--- config.mk ---
export PLATFORM = sky130hd
export DESIGN_NAME = usb_host_irq_status
export DESIGN_NICKNAME = d
export VERILOG_FILES = /design/src/rtl/usbh_irq_pkg.sv /design/src/rtl/usbh_sts_bit.sv /design/src/rtl/usbh_roll_det.sv /design/src/rtl/usbh_adv_arm.sv /design/src/rtl/usb_host_irq_status.sv
export SDC_FILE = /design/constraint.sdc
export NUM_CORES = 1
export LEC_CHECK = 0
export CAP_MARGIN = 20
export CELL_PAD_IN_SITES_DETAIL_PLACEMENT = 0
export CELL_PAD_IN_SITES_GLOBAL_PLACEMENT = 1
export CORE_MARGIN = 2
export CORE_UTILIZATION = 40
export DETAILED_ROUTE_END_ITERATION = 12
export DONT_BUFFER_PORTS = 1
export PLACE_DENSITY_LB_ADDON = 0.1
export SYNTH_ARGS = -nofsm -noshare
export SYNTH_HDL_FRONTEND = slang
export SYNTH_SLANG_ARGS = --single-unit
export TNS_END_PERCENT = 10
--- constraint.sdc ---
create_clock -name clk -period 1.1 [get_ports clk]
set_input_delay 0.22 -clock clk [delete_from_list [all_inputs] [get_ports clk]]
set_output_delay 0.22 -clock clk [all_outputs]
set_load 0.005 [all_outputs]
--- src/rtl/usbh_irq_pkg.sv ---
package usbh_irq_pkg;
  localparam int STAT_W   = 12;
  localparam int IDX_W    = 14;
  localparam int SIZE_W   = 3;
  localparam int TOP_BIT  = 13;

  localparam int B_XFER   = 0;
  localparam int B_ERR    = 1;
  localparam int B_PORT   = 2;
  localparam int B_ROLL   = 3;
  localparam int B_ADV    = 5;
  localparam int B_TICK   = 7;

  localparam logic [STAT_W-1:0] IMPL_MASK =
    STAT_W'((1 << B_XFER) | (1 << B_ERR) | (1 << B_PORT) |
            (1 << B_ROLL) | (1 << B_ADV) | (1 << B_TICK));

  typedef enum logic {ADDR_STATUS = 1'b0, ADDR_ENABLE = 1'b1} reg_sel_e;
endpackage

--- src/rtl/usbh_sts_bit.sv ---
module usbh_sts_bit (
  input  logic clk,
  input  logic rst_n,
  input  logic set_i,
  input  logic clr_i,
  output logic q_o
);
  always_ff @(posedge clk or negedge rst_n) begin
    if (!rst_n) q_o <= 1'b0;
    else        q_o <= set_i | (q_o & ~clr_i);
  end

  assert_set_wins_R11: assert property (@(posedge clk) disable iff (!rst_n)
    set_i |=> q_o);
  assert_clear_R2: assert property (@(posedge clk) disable iff (!rst_n)
    (clr_i && !set_i) |=> !q_o);
  assert_hold_R2: assert property (@(posedge clk) disable iff (!rst_n)
    (!clr_i && !set_i) |=> $stable(q_o));
endmodule

--- src/rtl/usbh_roll_det.sv ---
module usbh_roll_det #(
  parameter int IDX_W   = 14,
  parameter int SIZE_W  = 3,
  parameter int TOP_BIT = 13
) (
  input  logic              clk,
  input  logic              rst_n,
  input  logic [IDX_W-1:0]  frame_index,
  input  logic [SIZE_W-1:0] size_code,
  output logic              roll_o
);
  localparam int SEL_W = $clog2(IDX_W);

  logic [SEL_W-1:0]  bit_pos;
  logic              watched;
  logic              prev_q;
  logic              valid_q;
  logic [SIZE_W-1:0] size_q;

  always_comb begin
    bit_pos = SEL_W'(TOP_BIT) - SEL_W'(size_code);
    watched = frame_index[bit_pos];
  end

  always_ff @(posedge clk or negedge rst_n) begin
    if (!rst_n) begin
      prev_q  <= 1'b0;
      valid_q <= 1'b0;
      size_q  <= '0;
    end else begin
      prev_q  <= watched;
      valid_q <= 1'b1;
      size_q  <= size_code;
    end
  end

  assign roll_o = valid_q && (size_q == size_code) && (watched != prev_q);

  assert_roll_toggle_R7: assert property (@(posedge clk) disable iff (!rst_n)
    roll_o |=> (prev_q != $past(prev_q)));
endmodule

--- src/rtl/usbh_adv_arm.sv ---
module usbh_adv_arm (
  input  logic clk,
  input  logic rst_n,
  input  logic ring_i,
  input  logic adv_i,
  output logic fire_o
);
  logic armed_q;

  always_ff @(posedge clk or negedge rst_n) begin
    if (!rst_n) armed_q <= 1'b0;
    else        armed_q <= ring_i | (armed_q & ~adv_i);
  end

  assign fire_o = armed_q & adv_i;

  assert_one_per_ring_R9: assert property (@(posedge clk) disable iff (!rst_n)
    (fire_o && !ring_i) |=> !fire_o);
endmodule

--- src/rtl/usb_host_irq_status.sv ---
module usb_host_irq_status
  import usbh_irq_pkg::*;
(
  input  logic              clk,
  input  logic              rst_n,
  input  logic              xfer_done,
  input  logic              xfer_ioc,
  input  logic              xfer_err,
  input  logic              short_pkt,
  input  logic              port_conn_chg,
  input  logic              port_en_chg,
  input  logic              port_resume_jk,
  input  logic              adv_doorbell,
  input  logic              async_adv,
  input  logic              uframe_tick,
  input  logic [IDX_W-1:0]  frame_index,
  input  logic [SIZE_W-1:0] fl_size_code,
  input  logic              reg_wr,
  input  logic              reg_addr,
  input  logic [STAT_W-1:0] reg_wdata,
  output logic [STAT_W-1:0] reg_rdata,
  output logic              irq
);
  logic [STAT_W-1:0] set_vec;
  logic [STAT_W-1:0] clr_vec;
  logic [STAT_W-1:0] status;
  logic [STAT_W-1:0] enable_q;
  logic              roll_evt;
  logic              adv_evt;

  usbh_roll_det #(.IDX_W(IDX_W), .SIZE_W(SIZE_W), .TOP_BIT(TOP_BIT)) u_roll (
    .clk(clk), .rst_n(rst_n), .frame_index(frame_index),
    .size_code(fl_size_code), .roll_o(roll_evt)
  );

  usbh_adv_arm u_adv (
    .clk(clk), .rst_n(rst_n), .ring_i(adv_doorbell),
    .adv_i(async_adv), .fire_o(adv_evt)
  );

  always_comb begin
    set_vec         = '0;
    set_vec[B_XFER] = (xfer_done & xfer_ioc) | short_pkt;
    set_vec[B_ERR]  = xfer_done & xfer_err;
    set_vec[B_PORT] = port_conn_chg | port_en_chg | port_resume_jk;
    set_vec[B_ROLL] = roll_evt;
    set_vec[B_ADV]  = adv_evt;
    set_vec[B_TICK] = uframe_tick;
    clr_vec = (reg_wr && reg_addr == ADDR_STATUS) ? reg_wdata : '0;
  end

  for (genvar i = 0; i < STAT_W; i++) begin : g_bit
    if (IMPL_MASK[i]) begin : g_impl
      usbh_sts_bit u_bit (
        .clk(clk), .rst_n(rst_n), .set_i(set_vec[i]),
        .clr_i(clr_vec[i]), .q_o(status[i])
      );
    end else begin : g_rsvd
      assign status[i] = 1'b0;
    end
  end

  always_ff @(posedge clk or negedge rst_n) begin
    if (!rst_n)                            enable_q <= '0;
    else if (reg_wr && reg_addr == ADDR_ENABLE) enable_q <= reg_wdata & IMPL_MASK;
  end

  assign reg_rdata = (reg_addr == ADDR_ENABLE) ? enable_q : status;
  assign irq       = |(status & enable_q);

  assert_err_pair_R5: assert property (@(posedge clk) disable iff (!rst_n)
    (xfer_done && xfer_err && xfer_ioc) |=> (status[B_XFER] && status[B_ERR]));
  assert_tick_R10: assert property (@(posedge clk) disable iff (!rst_n)
    uframe_tick |=> status[B_TICK]);
  assert_port_R6: assert property (@(posedge clk) disable iff (!rst_n)
    (port_conn_chg || port_en_chg || port_resume_jk) |=> status[B_PORT]);
  assert_irq_quiet_R12: assert property (@(posedge clk) disable iff (!rst_n)
    (reg_wr && reg_addr == ADDR_ENABLE && reg_wdata == '0) |=> !irq);
endmodule

**Word level (Yosys, flattened, before mapping)**

Index checks and enable logic that the tools add are counted.

- Reduce and logical (&&, ||, !) cells: 5
- Order comparisons: 1
- Equality and inequality tests: 2
- Bitwise operators: 29
- Add/subtract/negate cells: 1
- Mux-type cells: 4

Operators with widths:

| cell | count |
|---|---|
| 8-bit two-way mux | 2 |
| 12-bit OR reduction | 1 |
| 1-bit AND | 10 |
| 1-bit bitwise OR | 10 |
| 8-bit AND | 1 |
| 1-bit inverter | 8 |
| 4-bit by 5-bit < comparator with 1-bit output (second input constant) | 1 |
| 1-bit binary-select mux with 4-bit select | 1 |
| 1-bit logical AND | 4 |
| 4-bit by 3-bit subtractor with 4-bit output (first input constant) | 1 |
| 3-bit equality test | 1 |
| 1-bit two-way mux | 1 |
| 1-bit inequality test | 1 |

- Output and inout bits: 13
- Word-level logic and storage cells: 53
- Bits in registers: 18

**Logic depth before layout (Yosys ltp)**

Gate-level depths: netlist of the first run.

- Word-level depth: 6
- Gate-level depth with buffers: 6
- Gate-level depth less buffers: 6

**By module**

Synthesis of the first run repeated with hierarchy kept, for this count alone.

- Cell total of the unflattened synthesis: 84
- Area, all modules: 1041.0 um2

Modules (own cells, without submodules):

| module | sequential area each (um2) | area an instance (um2) | cells an instance | times used |
|---|---|---|---|---|
| usb_host_irq_status | 150.1 | 473.0 | 41 | 1 |
| usbh_roll_det | 125.1 | 306.5 | 21 | 1 |
| usbh_sts_bit | 25.0 | 36.3 | 3 | 6 |
| usbh_adv_arm | 25.0 | 43.8 | 4 | 1 |

**Worst setup path before layout of the first run**

No wires, ideal clock.

- Path kind: input-to-reg
- Start point: input port fl_size_code[1]
- End point: register g_bit[3].g_impl.u_bit.q_o
- Setup time: 0.121 ns
- Data required time: 0.979 ns
- Data arrival time: 1.269 ns
- Buffers on the path: 0
- Stages: 6
- Slack: -0.290 ns
- Path through: ha_1 mux4_2 mux2i_1 a21oi_2 xnor2_1 o21ai_1

- Word-level cells in the longest chain between the ends: 6
- Elaborated cells on any way between the ends: 8
- Classes of those cells: add/sub (1); eq/ne (2); mux (2); bitwise (1); reduce/logical (2)

Ends and longest elaborated chain:

| element | line | source |
|---|---|---|
| from (decl) | usb_host_irq_status.sv:17 | `input logic [SIZE_W-1:0] fl_size_code,` |
| 4-bit by 3-bit subtractor with 4-bit output | usbh_roll_det.sv:21 | `bit_pos = SEL_W'(TOP_BIT) - SEL_W'(size_code);` |
| 1-bit binary-select mux with 4-bit select | usbh_roll_det.sv:22 | `watched = frame_index[bit_pos];` |
| 1-bit two-way mux (implied by the code) | usbh_roll_det.sv:22 |  |
| via u_roll.watched | usbh_roll_det.sv:15 | `logic watched;` |
| 1-bit inequality test | usbh_roll_det.sv:37 | `assign roll_o = valid_q && (size_q == size_code) && (watched != prev_q);` |
| 1-bit logical AND | usbh_roll_det.sv:37 |  |
| 1-bit bitwise OR | usbh_sts_bit.sv:10 | `else q_o <= set_i \| (q_o & ~clr_i);` |
| to (signal assigned) | usbh_sts_bit.sv:10 |  |
| to (decl) | usbh_sts_bit.sv:6 | `output logic q_o` |

The timed path passes the listed nets, and every way through them passes these cells. The select of a mux whose other input is x is not followed.
A chain may end at the register's enable or synchronous reset.

**Worst setup path after layout of the first run**

- Start point: register enable_q[2]
- End point: output port irq

- Word-level cells in the longest chain between the ends: 2

Ends and longest elaborated chain:

| element | line | source |
|---|---|---|
| from (decl) | usb_host_irq_status.sv:27 | `logic [STAT_W-1:0] enable_q;` |
| from (signal assigned) | usb_host_irq_status.sv:65 | `else if (reg_wr && reg_addr == ADDR_ENABLE) enable_q <= reg_wdata & IMPL_MASK;` |
| 8-bit AND | usb_host_irq_status.sv:69 | `assign irq = \|(status & enable_q);` |
| 12-bit OR reduction | usb_host_irq_status.sv:69 |  |
| to (decl) | usb_host_irq_status.sv:22 | `output logic irq` |

Every way passes these cells.

==> results of run 1 <==
repair_timing:
item                       4_1_cts  5_1_grt
pin swaps                        2        1
gates resized for setup          5        2
hold buffers                     5        0
hold endpoints to repair        22        0
buffers inserted                 0        1
setup endpoints to repair        7       26
cell usage after synthesis (all sizes together):
master  instances  share of area [%]
a2111o          1                1.2
a21o            2                1.6
a21oi           1               0.93
a221o           1                1.1
a221oi          1                1.6
a22o            2                1.9
a22oi           3                2.4
buf             6                4.8
clkbuf          1               0.40
conb            2               0.80
dfrtp          18                 48
ha              1                1.3
inv             1               0.40
mux2           13                 16
mux2i           1                1.1
mux4            3                7.6
nand2           8                3.2
nand3           1               0.53
nand4           1               0.66
nor2            1               0.40
nor2b           1               0.66
o21ai           1               0.53
xnor2           4                3.7
power groups by stage:
stage | registers [mW] | clock network (mW) | logic, mW
2_1_floorplan | 0.776 | 0 | 0.219
3_3_place_gp | 0.788 | 0 | 0.233
3_5_place_dp | 0.788 | 0 | 0.236
4_1_cts | 0.785 | 0.433 | 0.279
5_1_grt | 0.794 | 0.455 | 0.315
6_report | 0.785 | 0.408 | 0.282
cell type report:
class	count	area [um^2]
clock buffer	4	36.28
multi-input combinational	53	498.0
fill	221	1106
tap	28	35.03
timing repair buffer	9	82.58
inverter	1	3.754
sequential	18	450.4
stage by stage:
stage / power, mW / instance area [um^2] / utilization [%] / instances / TNS [ns]
finish: 1.475 / 1106 / 50.00 / 113 / -0.8032
global route: 1.563 / 1106 / 50.00 / 113 / -1.132
CTS: 1.497 / 1092 / 49.38 / 112 / -0.9692
detailed placement: 1.024 / 982.2 / 44.40 / 103 / -0.3790
global placement: 1.020 / 982.2 / 44.40 / 103 / -0.3309
floorplan: 0.9949 / 973.4 / - / 79 / -0.5353
sequential cells by signal, indices dropped and copies added, names as in the netlist:
name	count
u_roll.prev_q	1
u_roll.size_q	3
enable_q	6
u_adv.armed_q	1
u_roll.valid_q	1
g_bit.g_impl.u_bit.q_o	6
final timing paths:
check	slack, ns	end	startpoint
max	-0.13	irq	enable_q[2]
min	0.01	g_bit[7].g_impl.u_bit.q_o	uframe_tick
max reg2reg	0.20	g_bit[3].g_impl.u_bit.q_o	u_roll.size_q[0]
min reg2reg	0.49	u_adv.armed_q	u_adv.armed_q
max in group asynchronous	0.51	u_roll.size_q[0]	rst_n
min in group asynchronous	0.07	g_bit[0].g_impl.u_bit.q_o	rst_n
cell families after synthesis:
group,after synthesis,share of synthesized area (%)
AND/OR/NAND/NOR,12,5.445
AO/OA/AOI/OAI,12,11.15
other,2,0.7971
adder cells (fa/ha/maj),1,1.328
buffers and inverters,8,5.577
XOR/XNOR,4,3.718
flip-flops,18,47.81
multiplexers,17,24.17
cells in the final DEF, fill, tap and decap left out:
| cell type | netlist | layout |
|---|---|---|
| dfrtp_1 | 18 | 18 |
| mux2_2 | 13 | 11 |
| nand2_1 | 8 | 8 |
| conb_1 | 2 | 7 |
| xnor2_1 | 4 | 4 |
| dlygate4sd3_1 | 0 | 4 |
| buf_4 | 6 | 4 |
| a22oi_2 | 0 | 3 |
| clkbuf_4 | 0 | 3 |
| a22o_1 | 2 | 2 |
| mux4_2 | 2 | 2 |
| a21o_1 | 2 | 2 |
| mux2_4 | 0 | 2 |
| nand3_2 | 0 | 1 |
| nor2b_1 | 1 | 1 |
| a221o_1 | 1 | 1 |
| a2111o_1 | 1 | 1 |
| mux4_1 | 1 | 1 |
| mux2i_1 | 1 | 1 |
| nor2_1 | 1 | 1 |
| a221oi_2 | 1 | 1 |
| a21oi_2 | 1 | 1 |
| nand4_1 | 1 | 1 |
| o21ai_1 | 1 | 1 |
| inv_1 | 1 | 1 |
| ha_4 | 0 | 1 |
| clkbuf_8 | 0 | 1 |
| dlymetal6s4s_1 | 0 | 1 |
critical path, stage by stage, from the launching register on:
cell and delay, ns:
dfrtp_1 0.41, a22oi_2 0.20, nand3_2 0.10
layer usage:
| metal | vias up | share of wire, % |
|---|---|---|
| li1 | 281 | - |
| met4 | 0 | 1.9 |
| met3 | 4 | 7.7 |
| met2 | 26 | 50 |
| met1 | 284 | 40 |
| met5 | - | 0 |
==> flow_summary_export.csv, run 1 <==
group,metric,value,unit
sta,fmax,813.0,MHz
drt,drc_errors,0,
global_route,grtUsageTotal,14.16,%
yosys,ys_seq_elements,18,
worst_setup_path,path_class,"reg -> out",
clock_tree,clock_path_buffers,2,
clock_tree,cts_max_level,1,
floorplan,dieArea,2759,um^2
floorplan,start_util,42.59,%
sta,rsz0062_at_grt,"yes",
clock_tree,insertion_delay,0.29,ns
yosys,synth_cell_types,24,
yosys,synth_area,942.2,um^2
clock_tree,cts.sinks,18,
status,violations,"setup timing",
power,p_sw_share,24.75,%
drt,wl,1.762,mm
power,powerDensity,1334,nW/um^2
sta,timing.hold.ws,0.01365,ns
worst_setup_path,reg2reg_depth,3,
clock_tree,cts_tree,"done",
global_route,use_met2,24.17,%
global_route,grtUsageMet1,15.54,%
final_layout,finalNetCount,130,
worst_setup_path,crit_fanout,3,
floorplan,rows,17,
floorplan,die_y,52.53,um
drt,drt_first_pass_iters,2,
floorplan,core_area,2212,um^2
worst_setup_path,cp-start-kind,"register",
global_route,antenna_found_initial,0,
yosys,yosysSeqAreaShare,47.81,%
sta,worst_slack,-0.1300,ns
sta,worstMarginPinSlew,0.8166,ns
worst_setup_path,crit_required,0.88,ns
worst_setup_path,cp.arrival,1.01,ns
sta,finalHoldViolCount,0,
power,ir_drop,0.5579,mV
min_path,whs_path_depth,1,
sta,slew_headroom,45.56,%
final_layout,drive_gt1_share,35.29,%
sta,period_share,111.8,%
place,dp.final_hpwl,1.322,mm
worst_setup_path,worstSetupEndpointType,"output pin",
global_route,grt_pass1_vias,627,
drt,routedWlPerCell,15.59,um
final_layout,diodes,0,
clock_tree,numCtsBuffers,3,
yosys,yosys_warnings,0,
floorplan,io_pins,56,
run,drv_cap,0,
power,p_int,1.110,mW
yosys,synth_area_per_cell,12.73,um^2
sta,finalCriticalPeriod,1.230,ns
drt,vias,595,
place,pre_cts_slack,-0.2951,ns
power,power.leakage,0.4578,nW
power,switchingPower,0.3652,mW
clock_tree,clk_pin_slew,0.11,ns
global_route,grt_overflow,0,
power,pwr-share-seq,53.2,%
min_path,min_path_type,"in -> reg",
global_route,grt_pass1_wl,2.725,mm
global_route,busiest_layer,"met2",
place,io_buffers,0,
sta,fin_skew,0.004958,ns
drt,viasPerCell,5.265,
floorplan,die_x,52.53,um
place,gp_congestion,0.7175,
status,status,"complete, but fails checks",
yosys,synth_cells,74,
power,combPwrFrac,19.2,%
global_route,grt_max_degree,19,
final_layout,area_delta_synth_final,17.40,%
global_route,grtUsageMet3,3.429,%
drt,ant_nets,0,
drt,first_iter_violations,2,
clock_tree,root_buffer,"clkbuf_4",
power,clkPwrFrac,27.6,%
sta,setup_viol,7,
sta,maxSlewViolCount,0,
No activity file was read; power rests on OpenSTA's default activity.
==> inputs of run 2 (changes only) <==
--- a/config.mk
+++ b/config.mk
@@ -12,7 +12,7 @@
 export CORE_UTILIZATION = 40
 export DETAILED_ROUTE_END_ITERATION = 12
 export DONT_BUFFER_PORTS = 1
-export PLACE_DENSITY_LB_ADDON = 0.1
+export PLACE_DENSITY = 0.82
 export SYNTH_ARGS = -nofsm -noshare
 export SYNTH_HDL_FRONTEND = slang
 export SYNTH_SLANG_ARGS = --single-unit
==> run 2 against run 1 <==
Against the previous run: critical path depth unchanged; clock skew down 0.0045 ns; hold slack better by 0.014 ns; maximum frequency down 0.11%; the run still ends with setup timing left; via count up 2.5%; count of clock-buffer cells in the layout unchanged; clock power down 2%; register-to-register slack worse by 0.12 ns; non-clock buffer count down 2.
==> flow_summary_export.csv, run 2 (synthesis gave the netlist of run 1 again) <==
group,metric,value,unit
status,status,"complete, but fails checks",
status,violations,"setup timing",
power,pwr-share-seq,53.8,%
final_layout,final_util,49.26,%
drt,ant_nets,0,
final_layout,area_delta_synth_final,15.67,%
drt,dr_wl_met3,124,um
drt,routedWlPerCell,15.88,um
sta,worst_slack,-0.1313,ns
clock_tree,cts.sinks,18,
worst_setup_path,cp-start-kind,"register",
drt,first_iter_violations,3,
power,ir_drop,0.6405,mV
drt,wl_met2,951,um
final_layout,reg.largest.list,"enable_q: 6 flops, g_bit.g_impl.u_bit.q_o: 6 flops, u_roll.size_q: 3 flops",
final_layout,multi_input_area,501.7,um^2
drt,vias,610,
power,powerDensity,1341,nW/um^2
place,postPlaceCellArea,974.7,um^2
final_layout,seq_area,450.4,um^2
power,combPwrFrac,18.9,%
place,gp_congestion,0.6993,
worst_setup_path,slowest_delay,0.42,ns
drt,viasPerCell,5.495,
floorplan,rows,17,
clock_tree,root_buffer,"clkbuf_4",
sta,slew_headroom,47.51,%
worst_setup_path,crit_family,"flip-flops",
power,switchingPower,0.3573,mW
global_route,grt_pass1_vias,610,
floorplan,start_util,42.59,%
min_path,min_path_type,"in -> reg",
final_layout,finalNetCount,128,
clock_tree,numCtsBuffers,3,
final_layout,mostFrequentLayoutCell,"dfrtp_1",
sta,period_share,111.9,%
final_layout,mostFrequentLayoutCells,"dfrtp_1 (18), mux2_2 (10), nand2_1 (8), conb_1 (7)",
sta,rsz0062_at_grt,"yes",
worst_setup_path,critPathSlowestCell,"dfrtp_1",
sta,worstMarginPinSlew,0.7847,ns
final_layout,drive_gt1_share,34.94,%
place,io_buffers,0,
drt,wl,1.763,mm
drt,drc_errors,0,
worst_setup_path,crit_buf_inv,0,
final_layout,post-route-cell-area,1090,um^2
sta,fin_skew,0.0004228,ns
sta,fmax,812.1,MHz
global_route,grt_overflow,0,
drt,wl_met1,659,um
worst_setup_path,cp.arrival,1.01,ns
clock_tree,clk_pin_slew,0.10,ns
run,drv_cap,0,
power,p_int,1.104,mW
clock_tree,cts_tree,"done",
final_layout,fillers,207,
power,clkPwrFrac,27.3,%
floorplan,io_pins,56,
floorplan,die_x,52.53,um
sta,finalCriticalPeriod,1.231,ns
clock_tree,clock_path_buffers,2,
sta,setup_viol,7,
worst_setup_path,crit_required,0.88,ns
worst_setup_path,path_class,"reg -> out",
power,p_sw_share,24.45,%
power,power.leakage,0.4436,nW
floorplan,dieArea,2759,um^2
clock_tree,cts_max_level,1,
global_route,antenna_found_initial,0,
global_route,grt_max_degree,19,
worst_setup_path,worstSetupEndpointType,"output pin",
worst_setup_path,path_cells,"a22oi_2 > nand3_2",
global_route,grtUsageTotal,13.74,%
global_route,grt_pass1_wl,2.677,mm
worst_setup_path,crit_fanout,3,
floorplan,core_area,2212,um^2
sta,maxSlewViolCount,0,
clock_tree,insertion_delay,0.29,ns
drt,drt_first_pass_iters,2,
sta,finalHoldViolCount,0,
drt,routed.top_layer,"met4",
floorplan,die_y,52.53,um
final_layout,diodes,0,
-- run 2: cell count changes in the layout (fill, tap and decap cells not counted) --
cell / delta
buf_4: -1
dlymetal6s4s_1: -1
mux2_2: -1
mux2_4: +1
-- run 2: timing repair --
| item | 4_1_cts | 5_1_grt |
|---|---|---|
| hold buffers | 4 | 0 |
| pin swaps | 2 | 3 |
| setup endpoints to repair | 7 | 8 |
| endpoints found under the hold margin | 21 | 0 |
| setup buffers | 1 | 0 |
| gates resized for setup | 3 | 4 |
-- run 2: cell type report --
| cell class | count | share of cell area, % |
|---|---|---|
| multi-input cells | 53 | 46.04 |
| flip-flops and latches | 18 | 41.33 |
| clock buffers | 4 | 3.329 |
| repair buffers | 7 | 5.741 |
| inverters | 1 | 0.3444 |
| well taps | 28 | 3.215 |
-- run 2: through the flow --
stage | hold slack [ns] | TNS, ns | cells | power, mW | worst slack [ns]
after global placement | -0.07513 | -0.3218 | 102 | 1.013 | -0.2580
after CTS | 0.01018 | -0.8881 | 111 | 1.477 | -0.1597
final | 0.02760 | -0.7636 | 111 | 1.461 | -0.1313
after global routing | 0.004679 | -1.227 | 111 | 1.555 | -0.1977
after detailed placement | -0.07514 | -0.3880 | 102 | 1.024 | -0.2985
after floorplan | -0.07559 | -0.5353 | 79 | 0.9949 | -0.2312
-- run 2: worst reg2reg max path: stages (launching register included) --
cell and delay [ns]:
dfrtp_1 0.41, buf_4 0.14, a2111o_1 0.35
-- run 2: metal layers --
metal | global-route usage (%) | vias to the layer above
li1 | - | 275
met3 | 3.143 | 2
met5 | 0 | -
met1 | 16.12 | 305
met2 | 22.29 | 28
met4 | 8.974 | 0
-- run 2: final timing paths --
path | start | to | slack [ns] | cells past startpoint
max | enable_q[5] | irq | -0.13 | 2
min | uframe_tick | g_bit[7].g_impl.u_bit.q_o | 0.03 | 1
max reg2reg | g_bit[2].g_impl.u_bit.q_o | g_bit[2].g_impl.u_bit.q_o | 0.08 | 2
min reg2reg | u_adv.armed_q | u_adv.armed_q | 0.51 | 1
max in group asynchronous | rst_n | g_bit[2].g_impl.u_bit.q_o | 0.16 | 1
min in group asynchronous | rst_n | enable_q[5] | 0.45 | 1
-- run 2: power groups by stage --
stage	registers [mW]	clock network, mW	logic (mW)
4_1_cts	0.784	0.424	0.269
3_5_place_dp	0.791	0	0.233
3_3_place_gp	0.786	0	0.227
6_report	0.787	0.398	0.276
5_1_grt	0.798	0.451	0.306
2_1_floorplan	0.776	0	0.219
